### src/rtl/seg_pkg.sv
package seg_pkg;

    typedef enum logic [2:0] {
        SEG_CS = 3'd0,
        SEG_SS = 3'd1,
        SEG_DS = 3'd2,
        SEG_ES = 3'd3,
        SEG_FS = 3'd4,
        SEG_GS = 3'd5
    } seg_id_e;

    localparam int unsigned SEG_COUNT   = 6;
    localparam int unsigned REAL_SHIFT  = 4;
    localparam logic [31:0] REAL_LIMIT  = 32'h0000_FFFF;

endpackage

### src/rtl/seg_entry.sv
module seg_entry #(
    parameter int unsigned SEL_W      = 16,
    parameter int unsigned ADDR_W     = 32,
    parameter int unsigned ATTR_W     = 8,
    parameter int unsigned SHIFT      = 4,
    parameter logic [ADDR_W-1:0] FIXED_LIMIT = ADDR_W'(32'h0000_FFFF),
    parameter logic [ATTR_W-1:0] RST_ATTR    = '0
) (
    input  logic              clk,
    input  logic              rst_n,
    input  logic              wr_en,
    input  logic              prot_mode,
    input  logic [SEL_W-1:0]  wr_sel,
    input  logic [ADDR_W-1:0] wr_base,
    input  logic [ADDR_W-1:0] wr_limit,
    input  logic [ATTR_W-1:0] wr_attr,
    output logic [SEL_W-1:0]  sel_q,
    output logic [ADDR_W-1:0] base_q,
    output logic [ADDR_W-1:0] limit_q,
    output logic [ATTR_W-1:0] attr_q
);

    logic [ADDR_W-1:0] real_base;
    logic              armed;

    always_comb begin
        real_base = ADDR_W'(wr_sel) << SHIFT;
    end

    always_ff @(posedge clk or negedge rst_n) begin
        if (!rst_n) begin
            sel_q   <= '0;
            base_q  <= '0;
            limit_q <= FIXED_LIMIT;
            attr_q  <= RST_ATTR;
        end else if (wr_en) begin
            sel_q <= wr_sel;
            if (prot_mode) begin
                base_q  <= wr_base;
                limit_q <= wr_limit;
                attr_q  <= wr_attr;
            end else begin
                base_q  <= real_base;
                limit_q <= FIXED_LIMIT;
            end
        end
    end

    always_ff @(posedge clk or negedge rst_n) begin
        if (!rst_n) armed <= 1'b0;
        else        armed <= 1'b1;
    end

    // real-mode fill shifts the selector into the base and fixes the limit
    a_r2_real_fill: assert property (@(posedge clk) disable iff (!rst_n)
        (armed && wr_en && !prot_mode) |=>
            (base_q == (ADDR_W'($past(wr_sel)) << SHIFT)) && (limit_q == FIXED_LIMIT)
            && (sel_q == $past(wr_sel)));

    // real-mode fill keeps the attribute byte
    a_r2_attr_kept: assert property (@(posedge clk) disable iff (!rst_n)
        (armed && wr_en && !prot_mode) |=> $stable(attr_q));

    // protected-mode fill copies descriptor fields
    a_r3_prot_fill: assert property (@(posedge clk) disable iff (!rst_n)
        (armed && wr_en && prot_mode) |=>
            (base_q == $past(wr_base)) && (limit_q == $past(wr_limit))
            && (attr_q == $past(wr_attr)));

    // no write leaves the entry untouched
    a_r9_entry_hold: assert property (@(posedge clk) disable iff (!rst_n)
        (armed && !wr_en) |=>
            $stable(sel_q) && $stable(base_q) && $stable(limit_q) && $stable(attr_q));

endmodule

### src/rtl/seg_ref_path.sv
module seg_ref_path #(
    parameter int unsigned SEL_W  = 16,
    parameter int unsigned ADDR_W = 32,
    parameter int unsigned ATTR_W = 8,
    parameter int unsigned LEN_W  = 4
) (
    input  logic              clk,
    input  logic              rst_n,
    input  logic              ref_valid,
    input  logic              idx_ok,
    input  logic [ADDR_W-1:0] ref_ofs,
    input  logic [LEN_W-1:0]  ref_len,
    input  logic [ADDR_W-1:0] ent_base,
    input  logic [ADDR_W-1:0] ent_limit,
    input  logic [SEL_W-1:0]  ent_sel,
    input  logic [ATTR_W-1:0] ent_attr,
    output logic              res_valid,
    output logic [ADDR_W-1:0] res_lin,
    output logic              res_fault,
    output logic [SEL_W-1:0]  res_sel,
    output logic [ATTR_W-1:0] res_attr
);

    localparam int unsigned SUM_W = ADDR_W + 1;

    logic [SUM_W-1:0]  last_byte;
    logic              over_limit;
    logic [ADDR_W-1:0] lin_next;
    logic              armed;

    always_comb begin
        last_byte  = {1'b0, ref_ofs} + SUM_W'(ref_len);
        over_limit = last_byte > {1'b0, ent_limit};
        lin_next   = ent_base + ref_ofs;
    end

    always_ff @(posedge clk or negedge rst_n) begin
        if (!rst_n) begin
            res_valid <= 1'b0;
            res_lin   <= '0;
            res_fault <= 1'b0;
            res_sel   <= '0;
            res_attr  <= '0;
        end else if (ref_valid) begin
            res_valid <= 1'b1;
            if (idx_ok) begin
                res_lin   <= lin_next;
                res_fault <= over_limit;
                res_sel   <= ent_sel;
                res_attr  <= ent_attr;
            end else begin
                res_lin   <= '0;
                res_fault <= 1'b1;
                res_sel   <= '0;
                res_attr  <= '0;
            end
        end else begin
            res_valid <= 1'b0;
            res_fault <= 1'b0;
        end
    end

    always_ff @(posedge clk or negedge rst_n) begin
        if (!rst_n) armed <= 1'b0;
        else        armed <= 1'b1;
    end

    // a result follows each accepted reference by one cycle
    a_r4_valid_follows: assert property (@(posedge clk) disable iff (!rst_n)
        armed |-> (res_valid == $past(ref_valid)));

    // an invalid index always reports a fault
    a_r7_bad_index: assert property (@(posedge clk) disable iff (!rst_n)
        (armed && ref_valid && !idx_ok) |=> (res_fault && res_lin == '0));

    // no fault without a result
    a_r8_idle_quiet: assert property (@(posedge clk) disable iff (!rst_n)
        !res_valid |-> !res_fault);

endmodule

### src/rtl/seg_unit.sv
module seg_unit
    import seg_pkg::*;
#(
    parameter int unsigned NUM_SEG = SEG_COUNT,
    parameter int unsigned SEL_W   = 16,
    parameter int unsigned ADDR_W  = 32,
    parameter int unsigned ATTR_W  = 8,
    parameter int unsigned LEN_W   = 4,
    parameter int unsigned IDX_W   = (NUM_SEG > 1) ? $clog2(NUM_SEG) : 1
) (
    input  logic              clk,
    input  logic              rst_n,
    input  logic              prot_mode,
    input  logic              ld_valid,
    input  logic [IDX_W-1:0]  ld_seg,
    input  logic [SEL_W-1:0]  ld_sel,
    input  logic [ADDR_W-1:0] ld_base,
    input  logic [ADDR_W-1:0] ld_limit,
    input  logic [ATTR_W-1:0] ld_attr,
    input  logic              ref_valid,
    input  logic [IDX_W-1:0]  ref_seg,
    input  logic [ADDR_W-1:0] ref_ofs,
    input  logic [LEN_W-1:0]  ref_len,
    output logic              res_valid,
    output logic [ADDR_W-1:0] res_lin,
    output logic              res_fault,
    output logic [SEL_W-1:0]  res_sel,
    output logic [ATTR_W-1:0] res_attr
);

    localparam logic [ADDR_W-1:0] LIM_RST = ADDR_W'(REAL_LIMIT);

    logic [SEL_W-1:0]  sel_a   [NUM_SEG];
    logic [ADDR_W-1:0] base_a  [NUM_SEG];
    logic [ADDR_W-1:0] limit_a [NUM_SEG];
    logic [ATTR_W-1:0] attr_a  [NUM_SEG];
    logic [NUM_SEG-1:0] wr_vec;

    logic              idx_ok;
    logic [SEL_W-1:0]  pick_sel;
    logic [ADDR_W-1:0] pick_base;
    logic [ADDR_W-1:0] pick_limit;
    logic [ATTR_W-1:0] pick_attr;

    for (genvar g = 0; g < NUM_SEG; g++) begin : g_ent
        assign wr_vec[g] = ld_valid && (ld_seg == IDX_W'(g));

        seg_entry #(
            .SEL_W      (SEL_W),
            .ADDR_W     (ADDR_W),
            .ATTR_W     (ATTR_W),
            .SHIFT      (REAL_SHIFT),
            .FIXED_LIMIT(LIM_RST),
            .RST_ATTR   ('0)
        ) u_ent (
            .clk      (clk),
            .rst_n    (rst_n),
            .wr_en    (wr_vec[g]),
            .prot_mode(prot_mode),
            .wr_sel   (ld_sel),
            .wr_base  (ld_base),
            .wr_limit (ld_limit),
            .wr_attr  (ld_attr),
            .sel_q    (sel_a[g]),
            .base_q   (base_a[g]),
            .limit_q  (limit_a[g]),
            .attr_q   (attr_a[g])
        );
    end

    always_comb begin
        idx_ok     = {1'b0, ref_seg} < (IDX_W+1)'(NUM_SEG);
        pick_sel   = '0;
        pick_base  = '0;
        pick_limit = '0;
        pick_attr  = '0;
        for (int i = 0; i < NUM_SEG; i++) begin
            if (ref_seg == IDX_W'(i)) begin
                pick_sel   = sel_a[i];
                pick_base  = base_a[i];
                pick_limit = limit_a[i];
                pick_attr  = attr_a[i];
            end
        end
    end

    seg_ref_path #(
        .SEL_W (SEL_W),
        .ADDR_W(ADDR_W),
        .ATTR_W(ATTR_W),
        .LEN_W (LEN_W)
    ) u_ref (
        .clk      (clk),
        .rst_n    (rst_n),
        .ref_valid(ref_valid),
        .idx_ok   (idx_ok),
        .ref_ofs  (ref_ofs),
        .ref_len  (ref_len),
        .ent_base (pick_base),
        .ent_limit(pick_limit),
        .ent_sel  (pick_sel),
        .ent_attr (pick_attr),
        .res_valid(res_valid),
        .res_lin  (res_lin),
        .res_fault(res_fault),
        .res_sel  (res_sel),
        .res_attr (res_attr)
    );

    // at most one entry is written per cycle, none for an invalid index
    a_r7_one_write: assert property (@(posedge clk) disable iff (!rst_n)
        $onehot0(wr_vec) && ((wr_vec == '0) || ld_valid));

endmodule

### config.mk
export PLATFORM = sky130hd
export DESIGN_NAME = seg_unit
export DESIGN_NICKNAME = d
export VERILOG_FILES = /design/src/rtl/seg_pkg.sv /design/src/rtl/seg_entry.sv /design/src/rtl/seg_ref_path.sv /design/src/rtl/seg_unit.sv
export SDC_FILE = /design/constraint.sdc
export NUM_CORES = 1
export LEC_CHECK = 0
export ABC_AREA = 1
export ABC_CLOCK_PERIOD_IN_PS = 3100
export BUFFER_PORTS_ARGS = -buffer_cell sky130_fd_sc_hd__clkbuf_2
export CORE_MARGIN = 2
export CORE_UTILIZATION = 35
export CTS_CLUSTER_SIZE = 10
export DETAILED_ROUTE_END_ITERATION = 7
export PLACE_DENSITY_LB_ADDON = 0.08
export SLEW_MARGIN = 20
export SYNTH_ARGS = -nofsm -noshare
export SYNTH_HDL_FRONTEND = slang
export SYNTH_HIERARCHICAL = 1
export SYNTH_SLANG_ARGS = --single-unit
### constraint.sdc
create_clock -name clk -period 3.1 [get_ports clk]
set_input_delay 0.31 -clock clk [delete_from_list [all_inputs] [get_ports clk]]
set_output_delay 0.31 -clock clk [all_outputs]
set_load 0.01 [all_outputs]
Word-level counts from Yosys, hierarchy flattened
Index checks and enable logic that the tools add are counted.
{ "totals": {"reg_bits": 586, "latch_bits": 0, "mem_bits_rw": 0, "mem_bits_ro": 0, "output_inout_bits": 58, "elab_cells": 89, "memories": 0} }
{ "classes": {"n_addsub": 2, "mul": 0, "n_div": 0, "magnitude_cmp": 2, "eq_ne": 10, "shifts": 0, "n_mux": 32, "n_bitwise": 0, "reduce_logical": 14} }
{ "ops": {"columns": ["cell", "n"], "rows": [
  ["$mux 32", 15],
  ["$mux 16", 7],
  ["$mux 8", 7],
  ["$add 32x4->33", 1],
  ["$gt 33x32->1", 1],
  ["$add 32x32->32", 1],
  ["$eq 3x2->1 const B", 4],
  ["$eq 3x3->1 const B", 4],
  ["$reduce_and 2->1", 6],
  ["$eq 3x1->1 const B", 2],
  ["$logic_and 1x1->1", 6],
  ["$logic_not 3->1", 2],
  ["$lt 3x3->1 const B", 1],
  ["$mux 1", 3]
]} }

Logic depth before layout (Yosys ltp)
Gate-level depths: netlist (run 1).
{ "depth": {"word_depth": 10, "depth_mapped": 25, "depth_no_buf": 25} }

By module
Netlist (run 1), hierarchy kept.
{ "modules_own_cells": {"columns": ["mod", "n_inst", "cells_each", "area_per_inst_um2", "seq_area_each_um2"], "rows": [
  ["seg_entry", 6, 423, 3573.4, 2222.1],
  ["seg_ref_path", 1, 842, 5779.3, 1451.4],
  ["seg_unit", 1, 987, 4350.4, 0.0]
]} }

Worst setup path after synthesis (run 1)
No wires, ideal clock.
{ "synth_path": {"path_kind": "input-to-reg", "start": "input port ref_ofs[0]", "end": "register u_ref.res_fault", "setup_ns": 0.134, "arrival_ns": 2.734, "setup_slack_ns": 0.232, "path_stages": 23, "path_cell_list": "ha_1 inv_1 fa_1 inv_1 nand2_1 nand2_1 and2_2 nand3_2 inv_2 nand3_2 nor2_2 xor2_1 inv_1 ha_1 a21o_1 nor2_1 nand2_1 nand2_1 nand2_1 a21oi_1 nand2_1 nand2_1 a21oi_2"} }
{ "synth_via": {"elab_chain_cells": 4} }
{ "synth_lines": {"columns": ["item", "line", "text"], "rows": [
  ["start, declared", "seg_unit.sv:22", "input logic [ADDR_W-1:0] ref_ofs,"],
  ["$add 32x4->33", "seg_ref_path.sv:32", "last_byte = {1'b0, ref_ofs} + SUM_W'(ref_len);"],
  ["$gt 33x32->1", "seg_ref_path.sv:33", "over_limit = last_byte > {1'b0, ent_limit};"],
  ["$mux 1", "seg_ref_path.sv:46", "if (idx_ok) begin"],
  ["$mux 1", "seg_ref_path.sv:44", "end else if (ref_valid) begin"],
  ["end signal, assigned", "seg_ref_path.sv:48", "res_fault <= over_limit;"],
  ["end, declared", "seg_ref_path.sv:19", "output logic res_fault,"]
]} }
Every way passes these cells.
A chain may end at the register's enable or synchronous reset.

Final worst setup path (run 1)
{ "layout_path": {"start": "register g_ent[1].u_ent.base_q[0]", "end": "register u_ref.res_lin[30]"} }
{ "layout_via": {"elab_chain_cells": 7} }
{ "layout_lines": {"columns": ["item", "line", "text"], "rows": [
  ["start, declared", "seg_entry.sv:18", "output logic [ADDR_W-1:0] base_q,"],
  ["start signal, assigned", "seg_entry.sv:39", "base_q <= wr_base;"],
  ["start signal, assigned", "seg_entry.sv:43", "base_q <= real_base;"],
  ["$mux 32 (5 in a row)", "seg_unit.sv:78", "if (ref_seg == IDX_W'(i)) begin"],
  ["via pick_base[0]", "seg_unit.sv:41", "logic [ADDR_W-1:0] pick_base;"],
  ["$add 32x32->32", "seg_ref_path.sv:34", "lin_next = ent_base + ref_ofs;"],
  ["$mux 32", "seg_ref_path.sv:46", null],
  ["end signal, assigned", "seg_ref_path.sv:47", "res_lin <= lin_next;"],
  ["end, declared", "seg_ref_path.sv:18", "output logic [ADDR_W-1:0] res_lin,"]
]} }
The timed path passes the listed nets, and every way through them passes these cells.

==> impl_results.md, run 1 <==
- Die height: 304.3 um
- FFs w/ async S/R, synth: 100.0%
- Placed Cells: 5735
- Critical path buffer and inverter count: 0
- Routability cong.: 0.9244
- Core area: 89740 um^2
- Reg2reg end: u_ref/res_lin[30]$_DFFE_PN0P_
- Worst Min Path Start: ld_base[26]
- Crit path launch: g_ent[1].u_ent/base_q[0]$_DFFE_PN0P_
- Tot Pwr: 23.29 mW
- RSZ-0062 raised after global routing: no
- DRT iter0 DRCs: 2261
- Worst Tran Pin Value: 1067 ps
- Worst setup path category: flip-flop to flip-flop
- Final core utilization: 41.96%
- Sequential area share after synthesis: 46.83%
- Fin cells: 5914
- Period Utilization, post-route: 86.04%
- Max_slew headroom: 28.88%
- Fillers: 9480
- Root Driver: clkbuf_16
- Clk buf depth: 3
- Endpoints failing setup: 0
- ANT nets after route: 0
- Delay-heaviest family, CP: simple AND/OR/NAND/NOR gates
- Slowest cell on crit path: fa_1
- Avg WL per Cell: 20.01 um
- Status: complete, no violations
- Worst-skew pair later-pin latency: 630 ps
- Die W: 304.3 um
- Post-synth top flop: dfrtp_1
- Synth-to-layout area growth: 19.27%
- Synthesis-stage register bit count: 586
- Worst r2r src: g_ent[1].u_ent/base_q[0]$_DFFE_PN0P_
- Fin worst setup slack: 432.6 ps
- Synth Warn #: 6
- Initial antenna violation count: 11
- Vias: 29018
- Post-route cell area: 37650 um^2
- Clk slew on worst S/H paths: 60 ps
- TritonRoute pass-1 iters: 6
- Final setup TNS: 0 ps
- PostCTS Resize Cnt: 0
- Port bufs: 192
- Die ar.: 92620 um^2
- Post CTS Setup Buffer Count: 0
- Crit start category: flip-flop
- Worst EP required: 3600 ps
- Vias in the first global route: 28519
- Initial Utilization: 35.18%
- Via density: 4.907
- I/O pin count: 193
- Mapped Nets: 4571
- Endpoint, Worst Hold: g_ent[1].u_ent/base_q[26]$_DFFE_PN0P_
- Crit. End Element: flip-flop
- DRC Markers: 0
- CP Cell Sequence: nand4_1 > nand2_1 > nor2_1 > nand4_1 > ha_1 > fa_1 > nand3_1 > nand3_1 > nand2_1 > nand2_1 > nand3_1 > nand2_1 > nand2_1 > nand3_1 > nand3_1 > nand2_1
- Synth cell types: 47
- Routed wire length: 118400 um
- Pin count of the biggest net entering global routing: 88
- DP Wirelength: 80200 um
- CP arrival: 3170 ps
- Maximum capacitance violations: 0
- Remaining Overflow, GRT: 0
- Final Max Slew Viols: 0
- Min cycle time layout: 2667 ps
- CTS buffer count: 75
- Layout net count: 4886
- CTS tree: built
- Setup Skew: 21.21 ps
- Number of synthesized flops with an enable pin: 0
- Dpl ws: -95.12 ps
- First-pass GRT wire length: 180200 um
- Min Hold Slack: 24.22 ps
- Number of cells on the critical path: 16
- CP Max Fanout: 4
- Power Density: 618.4 nW/um^2
- Area after DPL: 34810 um^2
- Std cell rows: 110
- Share of cells above drive strength 1: 14.02%
- H-tree Lvls: 3
- F_max: 374.9 MHz
- Hold Path Depth: 3
- Reg2reg path depth: 16
- Maximum vdd drop: 367.1 uV
- Final Hold Fails: 0
- CTS Sinks: 586
- Overall Global Routing Usage: 25.44%
- Register-to-register setup slack: 430 ps
- Max incr delay on CP: 400 ps
- Mapped Cells: 4367
- Area of the mapped netlist: 31570 um^2
- Critical Path Most Common Cell: nand2_1
- Syn Area/Cell: 7.229 um^2
- Worst Hold Class: input pin to flip-flop
- LEAKAGE: 20.63 nW
## worst max-delay path by stage
stage,endpoint,slack (ps)
6_report,u_ref/res_lin[30]$_DFFE_PN0P_,430
5_1_grt,u_ref/res_fault$_DFF_PN0_,180
4_1_cts,u_ref/res_lin[30]$_DFFE_PN0P_,490
3_5_place_dp,u_ref/res_fault$_DFF_PN0_,-100
3_3_place_gp,u_ref/res_fault$_DFF_PN0_,-150
2_1_floorplan,u_ref/res_fault$_DFF_PN0_,230
## kinds of logic after synthesis
kind of cell / after synthesis / share of synthesized area (%)
AND/OR/NAND/NOR: 3005 / 38.65
buffers and inverters: 533 / 8.121
flip-flops: 586 / 46.83
adder cells (fa/ha/maj): 69 / 2.782
XOR/XNOR: 30 / 0.8323
AO/OA/AOI/OAI: 144 / 2.782
## state kept, by name, summed over array words and instances, names as in the netlist
signal and flops:
u_ref/res_attr 8, u_ref/res_lin 32, u_ref/res_sel 16, u_ref/res_valid 1, g_ent.u_ent/limit_q 192, g_ent.u_ent/sel_q 96, g_ent.u_ent/attr_q 48, u_ref/res_fault 1
g_ent.u_ent/base_q 192
## Yosys cell counts (2+ instances only)
cell type | n | share of area, %
ha_1 | 67 | 2.7
o21a_1 | 5 | 0.12
a31oi_1 | 2 | 0.040
xnor2_1 | 12 | 0.33
a21oi_1 | 58 | 0.92
buf_2 | 70 | 1.1
fa_1 | 2 | 0.13
buf_6 | 42 | 1.5
nor4_1 | 2 | 0.040
inv_1 | 300 | 3.6
nand2_1 | 2076 | 25
nand3_2 | 4 | 0.13
a32o_1 | 2 | 0.063
nand3_1 | 140 | 2.2
nor3_2 | 4 | 0.13
clkbuf_1 | 61 | 0.73
nor2_4 | 2 | 0.071
o21bai_1 | 3 | 0.071
or2_2 | 2 | 0.040
buf_1 | 8 | 0.095
xor2_1 | 18 | 0.50
nor3_4 | 3 | 0.15
dfrtp_1 | 490 | 39
a22o_1 | 26 | 0.72
nor4_4 | 2 | 0.13
nand2_2 | 6 | 0.12
and2_1 | 2 | 0.040
nor3_1 | 16 | 0.25
inv_2 | 5 | 0.059
nor2_2 | 4 | 0.079
dfstp_2 | 96 | 8.0
buf_4 | 34 | 0.81
inv_4 | 13 | 0.26
a21o_1 | 3 | 0.071
o21ai_0 | 41 | 0.65
nor2_1 | 542 | 6.4
nand2_4 | 6 | 0.21
nand4_1 | 189 | 3.7
## tightest hold or removal path: stages
cell,delay [ps]
clkbuf_2,150
nand2_1,90
nand2_1,40
## cells in the final DEF, fill, tap and decap left out, types with 67 or more instances in the layout
cell / netlist / routed
dfstp_2: 96 / 96
clkbuf_16: 0 / 79
ha_1: 67 / 67
clkbuf_2: 0 / 189
buf_4: 34 / 180
dfrtp_1: 490 / 490
nand2_1: 2076 / 2076
nor2_1: 542 / 538
nand4_1: 189 / 189
nand3_1: 140 / 140
inv_1: 300 / 299
## report_power, final
group	switching [mW]	total, mW	internal, mW
Clock	3.47	8.58	5.10
Combinational	2.93	4.71	1.78
Sequential	0.769	9.99	9.23
Total	7.17	23.3	16.1
## timing repair
item	CTS	global route
endpoints found under the hold margin	259	0
setup endpoints to repair	0	0
hold buffers	46	0
## cell type report
type / count / area (um^2) / area share, %
diodes: 1 / 2.502 / 0.006646
inverters: 318 / 1231 / 3.270
well taps: 1176 / 1471 / 3.908
flip-flops and latches: 586 / 14780 / 39.26
clock inverters: 9 / 135.1 / 0.3589
repair buffers: 453 / 3513 / 9.330
clock buffers: 123 / 2242 / 5.954
multi-input cells: 3248 / 14270 / 37.91
## metal layers
| layer | track usage, % | vias to the layer above | share of wire (%) |
|---|---|---|---|
| met5 | 0 | - | 0.067 |
| met4 | 6.804 | 12 | 2.4 |
| met3 | 4.276 | 162 | 6.2 |
| met2 | 39.33 | 805 | 43 |
| met1 | 36.76 | 13840 | 48 |
| li1 | - | 14199 | - |
Power figures use the tool's default switching activity.
==> run 2: changes to the inputs <==
--- a/config.mk
+++ b/config.mk
@@ -8,8 +8,9 @@
 export ABC_AREA = 1
 export ABC_CLOCK_PERIOD_IN_PS = 3100
 export BUFFER_PORTS_ARGS = -buffer_cell sky130_fd_sc_hd__clkbuf_2
+export CORE_ASPECT_RATIO = 1.75
 export CORE_MARGIN = 2
-export CORE_UTILIZATION = 35
+export CORE_UTILIZATION = 25
 export CTS_CLUSTER_SIZE = 10
 export DETAILED_ROUTE_END_ITERATION = 7
 export PLACE_DENSITY_LB_ADDON = 0.08
==> run 2 against run 1 <==
Compared with the run above: core utilization fell by 11 points; via count rose by 0.77%; critical path depth did not move; largest power group unchanged.
==> impl_results.md, run 2 (synthesis gave the netlist of run 1 again) <==
- Avg WL per Cell: 21.22 um
- Clk slew on worst S/H paths: 60 ps
- Fillers: 13699
- Root Driver: clkbuf_16
- First-pass GRT wire length: 205200 um
- Setup Skew: 17.97 ps
- Worst r2r src: g_ent[1].u_ent/base_q[0]$_DFFE_PN0P_
- Worst-skew pair later-pin latency: 670 ps
- Min cycle time layout: 2718 ps
- Period Utilization, post-route: 87.66%
- Multi-input logic area: 14270 um^2
- Core area: 125500 um^2
- I/O pin count: 193
- Synth-to-layout area growth: 23.40%
- Reg2reg path depth: 16
- Largest registers: g_ent.u_ent/base_q (192), g_ent.u_ent/limit_q (192), g_ent.u_ent/sel_q (96)
- CP Max Fanout: 4
- DRC Markers: 0
- Maximum vdd drop: 410.8 uV
- Via density: 4.510
- Tot Pwr: 23.23 mW
- FF+latch area: 14780 um^2
- Layout net count: 4995
- Remaining Overflow, GRT: 0
- CTS buffer count: 71
- ANT nets after route: 0
- Die ar.: 129300 um^2
- Vias in the first global route: 30625
- Initial antenna violation count: 9
- Vias: 29242
- Overall Global Routing Usage: 21.47%
- Most common cell after layout, fill and taps aside: nand2_1
- Endpoints failing setup: 0
- Crit start category: flip-flop
- Worst EP required: 3710 ps
- PostCTS Resize Cnt: 0
- Final Max Slew Viols: 0
- F_max: 368.0 MHz
- Final core utilization: 31.05%
- Power Density: 596.3 nW/um^2
- Endpoint, Worst Hold: g_ent[2].u_ent/base_q[7]$_DFFE_PN0P_
- Std cell rows: 172
- Die W: 272.6 um
- DP Wirelength: 95260 um
- Max_slew headroom: 27.76%
- Hold Path Depth: 5
- Most frequent cells in the layout: nand2_1 (2076), nor2_1 (538), dfrtp_1 (490)
- Register-to-register setup slack: 380 ps
- DRT iter0 DRCs: 1702
- Die height: 474.1 um
- CP arrival: 3330 ps
- Worst Hold Class: input pin to flip-flop
- Clk buf depth: 3
- Worst Min Path Start: ld_base[7]
- Worst Tran Pin Value: 1084 ps
- Status: complete, no violations
- Crit. End Element: flip-flop
- Worst setup path category: flip-flop to flip-flop
- CTS Sinks: 586
- Initial Utilization: 25.16%
- Routed wire length: 137600 um
- RSZ-0062 raised after global routing: no
- Maximum capacitance violations: 0
- Final Hold Fails: 0
- H-tree Lvls: 3
- Reg2reg end: u_ref/res_lin[14]$_DFFE_PN0P_
- Port bufs: 192
- Routability cong.: 0.8499
- Pin count of the biggest net entering global routing: 97
- TritonRoute pass-1 iters: 5
- Share of cells above drive strength 1: 15.03%
- LEAKAGE: 21.03 nW
- CTS tree: built
- Post CTS Setup Buffer Count: 0
-- run 2: metrics by stage --
step | std cells | TNS (ps) | instance area, um^2 | worst slack [ps] | hold WS [ps]
2_1_floorplan | 4367 | 0 | 31570 | 231.8 | 14.41
3_3_place_gp | 6286 | -3367 | 35950 | -259.7 | 168.2
3_5_place_dp | 6286 | -4398 | 35950 | -287.4 | 170.4
4_1_cts | 6482 | 0 | 38950 | 365.4 | 5.774
5_1_grt | 6483 | 0 | 38950 | 70.51 | 65.87
6_report | 6484 | 0 | 38960 | 382.5 | 50.75
-- run 2: how the worst max path moves through the flow --
stage | start | slack (ps) | end
after floorplan | ref_ofs[0] | 230 | u_ref/res_fault$_DFF_PN0_
after global placement | ref_seg[1] | -260 | u_ref/res_lin[27]$_DFFE_PN0P_
after detailed placement | ref_seg[1] | -290 | u_ref/res_lin[27]$_DFFE_PN0P_
after CTS | g_ent[0].u_ent/base_q[13]$_DFFE_PN0P_ | 370 | u_ref/res_lin[14]$_DFFE_PN0P_
after global routing | g_ent[1].u_ent/base_q[0]$_DFFE_PN0P_ | 70 | u_ref/res_lin[14]$_DFFE_PN0P_
final | g_ent[1].u_ent/base_q[0]$_DFFE_PN0P_ | 380 | u_ref/res_lin[14]$_DFFE_PN0P_
-- run 2: area by class of cell --
cell class | count | share of cell area [%]
repair buffers | 566 | 11.41
well taps | 1653 | 5.309
inverters | 318 | 3.160
flip-flops and latches | 586 | 37.95
clock buffers | 106 | 5.270
diodes | 2 | 0.01285
multi-input cells | 3248 | 36.64
clock inverters | 5 | 0.2409
-- run 2: critical path, stage by stage, from the launching register on --
cell	delay [ps]
dfrtp_1	380
nand4_1	90
nand2_1	50
nor2_1	80
nand4_1	180
ha_1	270
fa_1	390
nand3_1	130
nand3_1	130
nand2_1	90
nand2_1	120
nand3_1	100
nand2_1	180
a21oi_1	170
o21ai_0	110
buf_4	140
nand2_1	40
-- run 2: per-layer routing --
| layer | GRT usage (%) | part of all wire (%) |
|---|---|---|
| met1 | 26.27 | 43 |
| met2 | 39.11 | 51 |
| met3 | 2.470 | 3.3 |
| met4 | 6.306 | 2.3 |
| met5 | 0 | 0.055 |
-- run 2: where the power goes --
group | internal (mW) | switching, mW
Combinational | 1.94 | 3.03
Sequential | 9.22 | 0.788
Clock | 4.70 | 3.55
-- run 2: what timing repair did --
item	4_1_cts	5_1_grt
endpoints found under the setup margin	0	0
hold buffers	85	0
hold endpoints to repair	755	0
